<file path="src/rtl/pio_rd_pkg.sv">
package pio_rd_pkg;
    typedef enum logic {
        S_IDLE = 1'b0,
        S_READ = 1'b1
    } rd_state_e;
endpackage

</file>
<file path="src/rtl/pio_sync.sv">
module pio_sync #(
    parameter int          W       = 2,
    parameter logic [W-1:0] RST_VAL = '1
) (
    input  logic         clk,
    input  logic         rst_n,
    input  logic [W-1:0] d,
    output logic [W-1:0] q
);
    logic [W-1:0] meta_q;
    logic [W-1:0] sync_q;

    always_ff @(posedge clk or negedge rst_n) begin
        if (!rst_n) begin
            meta_q <= RST_VAL;
            sync_q <= RST_VAL;
        end else begin
            meta_q <= d;
            sync_q <= meta_q;
        end
    end

    assign q = sync_q;
endmodule

</file>
<file path="src/rtl/pio_rx_fifo.sv">
module pio_rx_fifo #(
    parameter int DW    = 32,
    parameter int DEPTH = 8
) (
    input  logic          clk,
    input  logic          rst_n,
    input  logic          push,
    input  logic [DW-1:0] push_data,
    input  logic          pop,
    output logic [DW-1:0] head,
    output logic          empty
);
    localparam int PW = $clog2(DEPTH);

    logic [DW-1:0] mem [DEPTH];
    logic [PW-1:0] wr_ptr_q, rd_ptr_q;
    logic [PW:0]   cnt_q;
    logic          full;
    logic          do_push, do_pop;

    assign full    = (cnt_q == (PW+1)'(DEPTH));
    assign empty   = (cnt_q == '0);
    assign do_push = push && !full;
    assign do_pop  = pop && !empty;
    assign head    = mem[rd_ptr_q];

    always_ff @(posedge clk or negedge rst_n) begin
        if (!rst_n) begin
            wr_ptr_q <= '0;
            rd_ptr_q <= '0;
            cnt_q    <= '0;
        end else begin
            if (do_push) wr_ptr_q <= wr_ptr_q + 1'b1;
            if (do_pop)  rd_ptr_q <= rd_ptr_q + 1'b1;
            unique case ({do_push, do_pop})
                2'b10:   cnt_q <= cnt_q + 1'b1;
                2'b01:   cnt_q <= cnt_q - 1'b1;
                default: cnt_q <= cnt_q;
            endcase
        end
    end

    always_ff @(posedge clk) begin
        if (do_push) mem[wr_ptr_q] <= push_data;
    end

    AST_NO_EMPTY_POP: assert property (@(posedge clk) disable iff (!rst_n)
        pop |-> !empty) else $error("pop on empty FIFO");
endmodule

</file>
<file path="src/rtl/pio_rd_ctrl.sv">
module pio_rd_ctrl
    import pio_rd_pkg::*;
#(
    parameter int DW           = 32,
    parameter int MIN_ASSERT   = 3,
    parameter int MIN_DEASSERT = 2,
    parameter int MIN_CYCLE    = 6
) (
    input  logic          clk,
    input  logic          rst_n,
    input  logic          active,
    input  logic          fifo_sel,
    input  logic          half_mode,
    input  logic          fifo_empty,
    input  logic [DW-1:0] fifo_head,
    output logic          pop,
    output logic          rd_oe,
    output logic [DW-1:0] rd_data,
    output logic          underflow_err,
    output logic          timing_err
);
    localparam int HW = DW / 2;
    localparam int CW = $clog2(MIN_CYCLE + MIN_ASSERT + MIN_DEASSERT + 2) + 1;

    rd_state_e     state_q, state_d;
    logic [CW-1:0] asrt_q, idle_q, per_q;
    logic          seen_q, fmode_q, uf_cur_q, half_q;
    logic          uflow_q, terr_q;
    logic [DW-1:0] data_q;
    logic [DW-1:0] sel_word;

    function automatic logic [CW-1:0] inc_sat(input logic [CW-1:0] v);
        return (&v) ? v : v + 1'b1;
    endfunction

    assign sel_word = half_mode
        ? {{HW{1'b0}}, (half_q ? fifo_head[DW-1:HW] : fifo_head[HW-1:0])}
        : fifo_head;

    // next-state logic: START and END transitions
    always_comb begin
        state_d = state_q;
        unique case (state_q)
            S_IDLE: if (active)  state_d = S_READ;
            S_READ: if (!active) state_d = S_IDLE;
        endcase
    end

    always_ff @(posedge clk or negedge rst_n) begin
        if (!rst_n) state_q <= S_IDLE;
        else        state_q <= state_d;
    end

    // per-cycle bookkeeping, data capture and limit checks
    always_ff @(posedge clk or negedge rst_n) begin
        if (!rst_n) begin
            asrt_q   <= '0;
            idle_q   <= '0;
            per_q    <= '0;
            seen_q   <= 1'b0;
            fmode_q  <= 1'b0;
            uf_cur_q <= 1'b0;
            half_q   <= 1'b0;
            uflow_q  <= 1'b0;
            terr_q   <= 1'b0;
            data_q   <= '0;
        end else begin
            per_q <= inc_sat(per_q);
            unique case (state_q)
                S_IDLE: begin
                    idle_q <= inc_sat(idle_q);
                    if (active) begin
                        if (seen_q && ((idle_q < CW'(MIN_DEASSERT)) ||
                                       (per_q  < CW'(MIN_CYCLE))))
                            terr_q <= 1'b1;
                        seen_q  <= 1'b1;
                        per_q   <= CW'(1);
                        asrt_q  <= CW'(1);
                        fmode_q <= fifo_sel;
                        if (fifo_sel && fifo_empty) begin
                            uf_cur_q <= 1'b1;
                            uflow_q  <= 1'b1;
                            data_q   <= '0;
                        end else begin
                            uf_cur_q <= 1'b0;
                            data_q   <= fifo_sel ? sel_word : '0;
                        end
                    end
                end
                S_READ: begin
                    if (active) begin
                        asrt_q <= inc_sat(asrt_q);
                    end else begin
                        if (asrt_q < CW'(MIN_ASSERT)) terr_q <= 1'b1;
                        idle_q <= CW'(1);
                        if (fmode_q && !uf_cur_q && half_mode)
                            half_q <= !half_q;
                    end
                end
            endcase
        end
    end

    always_comb begin
        pop = 1'b0;
        if (state_q == S_READ && !active && fmode_q && !uf_cur_q)
            pop = !half_mode || half_q;
    end

    assign rd_oe         = (state_q == S_READ);
    assign rd_data       = data_q;
    assign underflow_err = uflow_q;
    assign timing_err    = terr_q;

    AST_IDLE_HOLD: assert property (@(posedge clk) disable iff (!rst_n)
        (state_q == S_IDLE && !active) |=> (state_q == S_IDLE)) else $error("start without strobes");
    AST_END_RELEASE: assert property (@(posedge clk) disable iff (!rst_n)
        (state_q == S_READ && !active) |=> !rd_oe) else $error("bus held after end");
    AST_DATA_STABLE: assert property (@(posedge clk) disable iff (!rst_n)
        (state_q == S_READ && active) |=> $stable(rd_data)) else $error("data moved mid-cycle");
    AST_UFLOW_STICKY: assert property (@(posedge clk) disable iff (!rst_n)
        underflow_err |=> underflow_err) else $error("underflow flag cleared");
    AST_TERR_STICKY: assert property (@(posedge clk) disable iff (!rst_n)
        timing_err |=> timing_err) else $error("timing flag cleared");
endmodule

</file>
<file path="src/rtl/pio_fifo_rdport.sv">
module pio_fifo_rdport #(
    parameter int DW           = 32,
    parameter int DEPTH        = 8,
    parameter int MIN_ASSERT   = 3,
    parameter int MIN_DEASSERT = 2,
    parameter int MIN_CYCLE    = 6
) (
    input  logic          clk,
    input  logic          rst_n,
    input  logic          cs_n,
    input  logic          rd_n,
    input  logic          fifo_sel,
    input  logic          half_mode,
    input  logic          push,
    input  logic [DW-1:0] push_data,
    output logic [DW-1:0] rd_data,
    output logic          rd_oe,
    output logic          underflow_err,
    output logic          timing_err
);
    logic [1:0]    strb_s;
    logic          active;
    logic          pop;
    logic          fifo_empty;
    logic [DW-1:0] fifo_head;

    pio_sync #(.W(2), .RST_VAL(2'b11)) u_sync (
        .clk   (clk),
        .rst_n (rst_n),
        .d     ({cs_n, rd_n}),
        .q     (strb_s)
    );

    assign active = ~strb_s[1] & ~strb_s[0];

    pio_rx_fifo #(.DW(DW), .DEPTH(DEPTH)) u_fifo (
        .clk       (clk),
        .rst_n     (rst_n),
        .push      (push),
        .push_data (push_data),
        .pop       (pop),
        .head      (fifo_head),
        .empty     (fifo_empty)
    );

    pio_rd_ctrl #(
        .DW           (DW),
        .MIN_ASSERT   (MIN_ASSERT),
        .MIN_DEASSERT (MIN_DEASSERT),
        .MIN_CYCLE    (MIN_CYCLE)
    ) u_ctrl (
        .clk           (clk),
        .rst_n         (rst_n),
        .active        (active),
        .fifo_sel      (fifo_sel),
        .half_mode     (half_mode),
        .fifo_empty    (fifo_empty),
        .fifo_head     (fifo_head),
        .pop           (pop),
        .rd_oe         (rd_oe),
        .rd_data       (rd_data),
        .underflow_err (underflow_err),
        .timing_err    (timing_err)
    );
endmodule

</file>
<file path="config.mk">
export PLATFORM = sky130hd
export DESIGN_NAME = pio_fifo_rdport
export DESIGN_NICKNAME = d
export VERILOG_FILES = /design/src/rtl/pio_rd_pkg.sv /design/src/rtl/pio_sync.sv /design/src/rtl/pio_rx_fifo.sv /design/src/rtl/pio_rd_ctrl.sv /design/src/rtl/pio_fifo_rdport.sv
export SDC_FILE = /design/constraint.sdc
export NUM_CORES = 1
export LEC_CHECK = 0
export ABC_AREA = 1
export BUFFER_PORTS_ARGS = -buffer_cell sky130_fd_sc_hd__buf_2
export CAP_MARGIN = 20
export CORE_MARGIN = 2
export CORE_UTILIZATION = 45
export CTS_BUF_LIST = sky130_fd_sc_hd__clkbuf_4 sky130_fd_sc_hd__clkbuf_8 sky130_fd_sc_hd__clkbuf_16
export DETAILED_ROUTE_END_ITERATION = 10
export HOLD_SLACK_MARGIN = 0.12
export PLACE_DENSITY = 0.59
export SLEW_MARGIN = 15
export SYNTH_ARGS = -nofsm -noshare
export SYNTH_HDL_FRONTEND = slang
export SYNTH_SLANG_ARGS = --single-unit
</file>
<file path="constraint.sdc">
create_clock -name clk -period 3.8 [get_ports clk]
set_clock_uncertainty 0.1 [all_clocks]
set_input_delay 0.38 -clock clk [delete_from_list [all_inputs] [get_ports clk]]
set_output_delay 0.38 -clock clk [all_outputs]
set_load 0.02 [all_outputs]
</file>
* After elaboration in Yosys (flattened, before gate mapping) *
Memory sizes are Yosys's and may differ from the RTL's.
Cells that the tools add are included.

operators by class
  add/sub/neg operators = 7
  order comparisons = 3
  equality and inequality tests = 10
  multiplexer cells = 25
  bitwise logic cells = 5
  reductions and logical operators = 28

operator list
  cell                                                        number
  2-to-1 mux 32 bit                                           3
  2-to-1 mux 5 bit                                            8
  one-hot mux 5 bit (2 select lines)                          2
  2-to-1 mux 16 bit                                           1
  adder 5 x 1 -> 5 bit, second input constant                 3
  AND reduction 5 bit                                         3
  less-than comparator 5 x 2 -> 1 bit, second input constant  2
  logical AND 1 bit                                           9
  2-to-1 mux 1 bit                                            9
  AND reduction 3 bit                                         3
  != test 2 bit, second input constant                        4
  one-hot mux 4 bit (2 select lines)                          1
  adder 3 x 1 -> 3 bit, second input constant                 2
  logical NOT 1 bit                                           6
  != test 2 x 1 -> 1 bit, second input constant               3
  less-than comparator 5 x 3 -> 1 bit, second input constant  1
  adder 4 x 1 -> 4 bit, second input constant                 1
  == test 4 bit, second input constant                        1
  logical NOT 4 bit                                           1
  inverter 1 bit                                              4
  AND reduction 2 bit                                         2
  AND reduction 4 bit                                         1
  subtractor 4 x 1 -> 4 bit, second input constant            1
  == test 2 x 1 -> 1 bit, second input constant               1
  other kinds (5)                                             6

word-level totals
  register bits after elaboration = 68
  RAM bits = 256
  input port bits = 39
  output and inout bits = 35
  word-level logic and storage cells = 95
  memories kept = 1

memories
  name        words  width  read ports  clocked after Yosys merged registers in  wr ports  RTL line           RTL
  u_fifo.mem  8      32     1           0                                        1         pio_rx_fifo.sv:15  logic [DW-1:0] mem [DEPTH];

* Logic depth before layout (Yosys ltp) *
Gate-level depths: netlist (run 1).

  depth in word-level cells = 10
  gate-level depth with buffers = 16
  depth with buffers taken out = 16

* Modules after synthesis *
Synthesis (run 1) repeated with hierarchy kept, for this count alone.

second synthesis, totals
  cells, all modules = 1,488
  area, all modules = 14,387.5 sq um

by module, submodules not included
  module           instances  cells an instance  area an instance (sq um)  sequential area each (sq um)
  pio_rx_fifo      1          1,188              11,636.2                  7,937.6
  pio_rd_ctrl      1          295                2,642.5                   1,351.3
  pio_sync         1          4                  105.1                     105.1
  pio_fifo_rdport  1          1                  3.8                       0.0

* Worst setup path after synthesis (run 1) *
OpenSTA, ideal clock, no wires.

  path type = flip-flop to flip-flop
  from = register u_fifo.cnt_q[0]
  to = memory u_fifo.mem[0][0] (enable)
  library setup time = 0.421 ns
  arrival = 2.320 ns
  data required time = 3.279 ns
  slack = 0.959 ns
  stages on the path, launching flop included = 6
  path buffers = 0
  clock period less this slack = 2.841 ns
  cells stage by stage = dfrtp_1 nor2_1 nand3_1 nand2_1 or2_2 nor2_1

between the ends
  longest elaborated chain between the ends = 5

ends and longest elaborated chain
  what                                    RTL line           RTL
  start: declaration                      pio_rx_fifo.sv:17  logic [PW:0] cnt_q;
  start signal: assignment                pio_rx_fifo.sv:36  2'b10: cnt_q <= cnt_q + 1'b1;
  start signal: assignment                pio_rx_fifo.sv:37  2'b01: cnt_q <= cnt_q - 1'b1;
  start signal: assignment                pio_rx_fifo.sv:38  default: cnt_q <= cnt_q;
  == test 4 bit                           pio_rx_fifo.sv:21  assign full = (cnt_q == (PW+1)'(DEPTH));
  logical NOT 1 bit                       pio_rx_fifo.sv:23  assign do_push = push && !full;
  logical AND 1 bit                       pio_rx_fifo.sv:23
  2-to-1 mux 1 bit                        pio_rx_fifo.sv:44  if (do_push) mem[wr_ptr_q] <= push_data;
  2-to-1 mux 1 bit (implied by the code)  pio_rx_fifo.sv:44
  end: declaration                        pio_rx_fifo.sv:15

No other way between the ends.

* Worst setup path after layout (run 1) *
  from = register u_sync.sync_q[0], in the netlist u_sync.q[0]
  to = register u_fifo.cnt_q[2]

between the ends
  longest elaborated chain between the ends = 10
  elaborated cells between the ends (all ways) = 12
  classes of those cells = eq/ne (2); mux (2); bitwise (2); reduce/logical (6)

ends and longest elaborated chain
  what                                                                             RTL line               RTL
  start: declaration                                                               pio_sync.sv:11         logic [W-1:0] sync_q;
  start signal: assignment                                                         pio_sync.sv:19         sync_q <= meta_q;
  inverter 1 bit *                                                                 pio_fifo_rdport.sv:34  assign active = ~strb_s[1] & ~strb_s[0];
  bitwise AND 1 bit *                                                              pio_fifo_rdport.sv:34
  net active                                                                       pio_fifo_rdport.sv:22  logic active;
  logical NOT 1 bit *                                                              -
  logical AND 1 bit * (3 in a row)                                                 pio_rd_ctrl.sv:106     if (state_q == S_READ && !active && fmode_q && !uf_cur_q)
  2-to-1 mux 1 bit *                                                               pio_rd_ctrl.sv:106
  logical AND 1 bit *                                                              pio_rx_fifo.sv:24      assign do_pop = pop && !empty;
  net u_fifo.do_pop                                                                pio_rx_fifo.sv:19      logic do_push, do_pop;
  == test 2 x 1 -> 1 bit / == test 2 bit (equally long branches)                   pio_rx_fifo.sv:35      unique case ({do_push, do_pop})
  one-hot mux 4 bit (2 select lines) / nonzero test 2 bit (equally long branches)  -

Mark *: on every way through the listed nets, which the timed path passes. The rest lies on a longest branch.
A chain may end at the register's enable or synchronous reset.

==> flow_summary.ini, run 1 <==
[run_status]
outcome = completed

[critical_path]
crit_type = flip-flop to flip-flop
cp-end-kind = flip-flop
critPathMaxStageDelay_ns = 0.51
cp_cell_sequence = nor2_1 > inv_1 > ha_1 > nand3_1 > a21oi_1 > nand2_1 > inv_1 > ha_1 > xor2_1 > ha_1 > a21oi_1 > xor2_1 > o21ai_0
critPathSlowestCell = dfstp_2
required_ns = 4.12
arrival_ns = 2.98
crit_fanout = 5
crit_top_cell = ha_1
cp.buffers_inverters = 2
cp_top_family = adder cells
startpoint_type = flip-flop

[finish]
final_layout_size_suffix_gt1_share_pct = 12.9
area_growth_pct = 17.0
seqCellArea_um2 = 9400
fin_area_um2 = 16000
nets = 1440
multi_input_comb_area_um2 = 3370
fillers = 2609

[synth]
synthCells = 1276
yosysSeqAreaShare_pct = 68.9
synth-compound-area-share_pct = 1.08
ys_ff_latch = 324
synth_top_family_by_area = simple AND/OR/NAND/NOR gates
synth-xor-area-share_pct = 0.578
yosysUniqueCellTypes = 26
netlist_area_um2 = 13600
synthMuxAreaShare_pct = 0
ys_warn_count = 0
synth-simple-area-share_pct = 21.5
syn_nets = 1328
synthAdderAreaFrac_pct = 1.19
syn_avg_cell_area_um2 = 10.7

[detailed_routing]
drc = 0
dr.pass1.iters = 5
finalWirelength_um = 33700
vias = 9285
routed_via_density = 5.14
dr.first_iter.drc_count = 761
ant_nets = 0
wl_per_cell_um = 18.7

[timing]
relSlewSlack_pct = 37.8
rsz0062_at_grt = false
finalCritPeriodShare_pct = 69.9
finalCriticalPeriod_ns = 2.66
fmax_ghz = 0.376
slew_viol_final = 0
tightest_slew_ns = 0.933
fin_tns_setup_ns = 0
hold_viol_final = 0
finalSetupViolCount = 0

[clock_tree]
cts_htree_levels = 2
cts.clk_slew.worst_paths_ns = 0.06
cts_buffers = 35
cts_tree = done
cts_sinks = 324
cts_buffer_depth = 3
ctsResizeCount = 0
root_buffer = clkbuf_16
clk_latency_ns = 0.51

[floorplan]
core_region_area_um2 = 29700
die_area_um2 = 31700
initial_core_util_pct = 45.9
rows = 63
die_h_um = 178
die_width_um = 178
io_pins = 74

[grt]
overflow = 0
grt.total_usage_pct = 21.8
grt_pass1_wl_um = 51700
grt_pass1_vias = 8940
antenna_found_initial = 1
grt_max_degree = 113

[pwr]
ir_drop_mv = 0.410
leakage_nw = 6.88
totalPowerFinal_w = 0.0118
p_per_area_nw_per_um2 = 740

[placed_design]
placedInstanceArea_um2 = 14400
dp_hpwl_um = 19000
placement.io_buffers = 73
finalWeightedCongestion = 0.775

[run]
cap_violations = 0

[hold_path]
hp-class = input port to flip-flop
[worst min-delay path: cells and delay by family]
| kind | cells | cell delay [ns] |
|---|---|---|
| buffers and inverters | 1 | 0.15 |
| XOR/XNOR | 1 | 0.07 |
| AND/OR/NAND/NOR | 1 | 0.13 |
[layer usage]
metal | routed length (um) | vias up | track usage, %
met4 | 826 | 0 | 7.31
met1 | 14800 | 4480 | 30.3
met3 | 2200 | 56 | 3.67
li1 | - | 4453 | -
met2 | 15900 | 296 | 35.1
met5 | 0 | - | 0
[synthesized netlist by cell type]
cell      number  area [um2]
xnor2_1        2        17.5
dfrtp_1       64        1600
inv_2          1        3.75
a21oi_1       11        55.1
buf_1          2        7.51
dfstp_2        4         105
nand2_1      396        1490
edfxtp_1     256        7690
nand3_1      249        1250
or2_2          4        25.0
a211oi_1       1        7.51
ha_1          13         163
o21a_1         1        7.51
o21ai_0       14        70.1
buf_4         13        97.6
o21bai_1       1        7.51
nor2_4         1        11.3
buf_2         33         165
inv_1        161         604
nand3_2        2        20.0
xor2_1         7        61.3
nor3_1         6        30.0
nand4_1        5        31.3
buf_6          2        22.5
nor2_1        20        75.1
clkbuf_1       7        26.3
[flip-flops by register name, summed over array words and instances (netlist names), 2 cells and up]
signal           flops
u_fifo.mem         256
u_fifo.rd_ptr_q      3
u_ctrl.asrt_q        5
u_ctrl.idle_q        5
u_sync.meta_q        2
u_sync.q             2
u_fifo.cnt_q         4
u_ctrl.per_q         5
u_fifo.wr_ptr_q      3
u_ctrl.rd_data      32
[per-stage QoR]
step / worst slack [ns] / hold WS, ns / std cells / utilization, %
5_1_grt: 0.920 / 0.176 / 1804 / 53.7
4_1_cts: 1.14 / 0.143 / 1804 / 53.7
2_1_floorplan: 0.959 / -0.0156 / 1276 / -
3_5_place_dp: 1.13 / 0.248 / 1705 / 48.6
6_report: 1.14 / 0.154 / 1805 / 53.7
3_3_place_gp: 1.25 / 0.255 / 1705 / 48.6
[repair_timing]
action,4_1_cts,5_1_grt
endpoints found under the hold margin,309,0
setup endpoints to repair,0,0
setup buffers,0,0
hold buffers,36,0
[kinds of logic after synthesis]
group | after synthesis
and+or+nand+nor | 683
xor gates and xnor gates | 9
DFF | 324
AOI/OAI and AO/OA | 28
adders and majority gates | 13
buffers and inverters | 219
[cell usage in the layout, fill, tap and decap left out, types with 3 or more instances in the layout]
cell type | synthesis | layout
nand4_1 | 5 | 5
nor3_1 | 6 | 6
ha_1 | 13 | 13
xor2_1 | 7 | 7
dfstp_2 | 4 | 4
dlygate4sd3_1 | 0 | 36
clkinv_2 | 0 | 8
inv_1 | 161 | 160
clkinvlp_4 | 0 | 3
edfxtp_1 | 256 | 256
nand3_1 | 249 | 249
nor2_1 | 20 | 12
clkbuf_4 | 0 | 10
a21oi_1 | 11 | 11
buf_4 | 13 | 22
clkbuf_8 | 0 | 4
buf_2 | 33 | 72
or2_2 | 4 | 4
nor2_4 | 1 | 9
o21ai_0 | 14 | 14
clkbuf_16 | 0 | 37
nand2_1 | 396 | 396
dfrtp_1 | 64 | 62
[final cells by class]
| class | count | share of cell area [%] |
|---|---|---|
| multi-input combinational | 733 | 21.2 |
| antenna | 1 | 0.0157 |
| clock buffer | 51 | 6.62 |
| clock inverter | 12 | 0.604 |
| tap | 390 | 3.06 |
| inverter | 162 | 3.82 |
| timing repair buffer | 132 | 5.80 |
| sequential | 324 | 58.9 |
[power by group]
group          internal (W)  switching, W
sequential          0.00449      0.000335
combinational       0.00105       0.00256
clock               0.00201       0.00135
total               0.00755       0.00425
[path summary, 6_finish.rpt]
path / start / end / slack [ns] / depth (start not counted)
max in group asynchronous: rst_n / u_ctrl.rd_data[9] / 2.43 / 3
worst min-delay path: half_mode / u_ctrl.half_q / 0.15 / 3
worst max-delay path: u_sync.q[0] / u_fifo.cnt_q[2] / 1.14 / 13
worst min register to register: u_sync.meta_q[0] / u_sync.q[0] / 0.25 / 0
min in group asynchronous: rst_n / u_ctrl.rd_data[4] / 0.40 / 2
worst max register to register: u_sync.q[0] / u_fifo.cnt_q[2] / 1.14 / 13
Note: power is estimated with default switching activity, not from simulation.
==> run 2, diff against run 1 <==
- clock period: 3.8 -> 2.7 ns (I/O delays scaled with it)
==> run 2 against run 1 <==
Register-to-register slack worse by 0.83 ns. Routed wire length decreased by 4.0%. Sequential share of layout area down 0.88 points. Sequential power up 38%. Power grew 44%. Setup slack lost 0.83 ns. Flip-flop and latch count stayed put. Clock power is 45% higher. Largest power group unchanged.
==> flow_summary.ini, run 2 (synthesis results as in run 1) <==
[run_status]
outcome = completed

[detailed_routing]
dr.pass1.iters = 4
finalWirelength_um = 32400
dr.first_iter.drc_count = 639
routed_via_density = 5.03
ant_nets = 0
wl_per_cell_um = 17.9
vias = 9093
drc = 0

[timing]
finalSetupViolCount = 0
rsz0062_at_grt = false
tightest_slew_ns = 0.735
whs_ns = 0.268
finalCritPeriodShare_pct = 88.6
fmax_ghz = 0.418
relSlewSlack_pct = 50.9
hold_viol_final = 0
fin_tns_setup_ns = 0
finalCriticalPeriod_ns = 2.39
slew_viol_final = 0

[finish]
regMostFlops = u_fifo.mem
area_growth_pct = 18.8
seqCellArea_um2 = 9400
largest_reg_flops = 256
utilization_pct = 54.5
fillers = 2559
layout_common_cells = nand2_1 (396), edfxtp_1 (256), nand3_1 (249)
multi_input_comb_area_um2 = 3390
antenna_cells = 0
final_common_cell = nand2_1
final_layout_size_suffix_gt1_share_pct = 13.0
nets = 1445

[hold_path]
hp-class = input port to asynchronous set/reset pin

[pwr]
p_per_area_nw_per_um2 = 1050
comb_power_share_pct = 32.0
power_switching_w = 0.00604
p_sw_share_pct = 35.6
clkPwrFrac_pct = 28.6
power.internal_w = 0.0109
ir_drop_mv = 0.769
seqPwrFrac_pct = 39.4
leakage_nw = 6.96

[placed_design]
finalWeightedCongestion = 0.755
placement.io_buffers = 73
dp_hpwl_um = 18200

[clock_tree]
clk_latency_ns = 0.51
cts_htree_levels = 2
cts_sinks = 324
root_buffer = clkbuf_16
cts_buffers = 35
cts_tree = done
cts_buffer_depth = 3
cts.clk_slew.worst_paths_ns = 0.06
post_cts_buffers = 0

[grt]
grt_max_degree = 130
grt.total_usage_pct = 21.1
overflow = 0
antenna_found_initial = 1
grt_pass1_wl_um = 50300
grt_pass1_vias = 8904

[critical_path]
startpoint_type = flip-flop
required_ns = 3.03
r2r_slack_ns = 0.31
arrival_ns = 2.72
crit_type = flip-flop to flip-flop
crit_fanout = 5
cp-end-kind = flip-flop

[run]
cap_violations = 0

[floorplan]
die_h_um = 178
initial_core_util_pct = 45.9
die_area_um2 = 31700
core_region_area_um2 = 29700
rows = 63
die_width_um = 178
io_pins = 74
## run 2: cell types whose count changed in the layout (fill, tap and decap cells not counted), moves of 2 or more
cell,change
buf_12,+12
buf_4,-9
clkinv_1,+3
bufinv_16,+2
clkinv_2,-2
clkinvlp_4,-2
dlygate4sd3_1,+2
## run 2: worst paths after layout
| kind | startpoint | to | depth (start not counted) |
|---|---|---|---|
| min | rst_n | u_ctrl.rd_data[18] | 2 |
| max | u_sync.q[0] | u_fifo.cnt_q[2] | 13 |
| min reg2reg | u_sync.meta_q[1] | u_sync.q[1] | 0 |
| max reg2reg | u_sync.q[0] | u_fifo.cnt_q[2] | 13 |
| max in group asynchronous | rst_n | u_ctrl.rd_data[22] | 3 |
| min in group clk | u_sync.meta_q[1] | u_sync.q[1] | 0 |
## run 2: layer usage
layer | routed length [um] | vias up | track usage, %
li1 | - | 4459 | -
met1 | 14300 | 4361 | 28.2
met2 | 15500 | 218 | 35.2
met3 | 1980 | 53 | 4.33
met4 | 622 | 2 | 5.53
met5 | 13 | - | 0
## run 2: critical path, stage by stage (launching register included)
cell and delay, ns:
dfstp_2 0.51, nor2_1 0.05, inv_1 0.11, ha_1 0.19, nand3_1 0.08, a21oi_1 0.11, nand2_1 0.09, inv_1 0.16
ha_4 0.20, xor2_2 0.19, ha_1 0.17, a21oi_1 0.05, xor2_1 0.16, o21ai_0 0.14
## run 2: power groups by stage
| stage | clock network (W) | registers, W | logic (W) |
|---|---|---|---|
| 3_3_place_gp | 0 | 0.00675 | 0.00536 |
| 5_1_grt | 0.00515 | 0.00676 | 0.00606 |
| 3_5_place_dp | 0 | 0.00677 | 0.00542 |
| 2_1_floorplan | 0 | 0.00692 | 0.00334 |
| 4_1_cts | 0.00495 | 0.00667 | 0.00550 |
| 6_report | 0.00486 | 0.00667 | 0.00543 |
## run 2: layout make-up
cell class | instances | share of cell area, %
well taps | 390 | 3.01
clock buffers | 50 | 6.44
multi-input cells | 733 | 21.0
repair buffers | 137 | 6.91
inverters | 162 | 3.76
clock inverters | 13 | 0.881
flip-flops and latches | 324 | 58.0
## run 2: through the flow
step | instances | power, W | instance area [um2] | setup WS (ns)
6_report | 1809 | 0.0170 | 16200 | 0.308
5_1_grt | 1809 | 0.0180 | 16200 | 0.00288
4_1_cts | 1809 | 0.0171 | 16200 | 0.176
3_5_place_dp | 1708 | 0.0122 | 14600 | 0.201
3_3_place_gp | 1708 | 0.0121 | 14600 | 0.286
2_1_floorplan | 1276 | 0.0103 | 13600 | -0.141
## run 2: timing repair
action                     CTS  global route
hold buffers                38             0
gates resized for setup      0             3
hold endpoints to repair   317             0
setup endpoints to repair    0             1
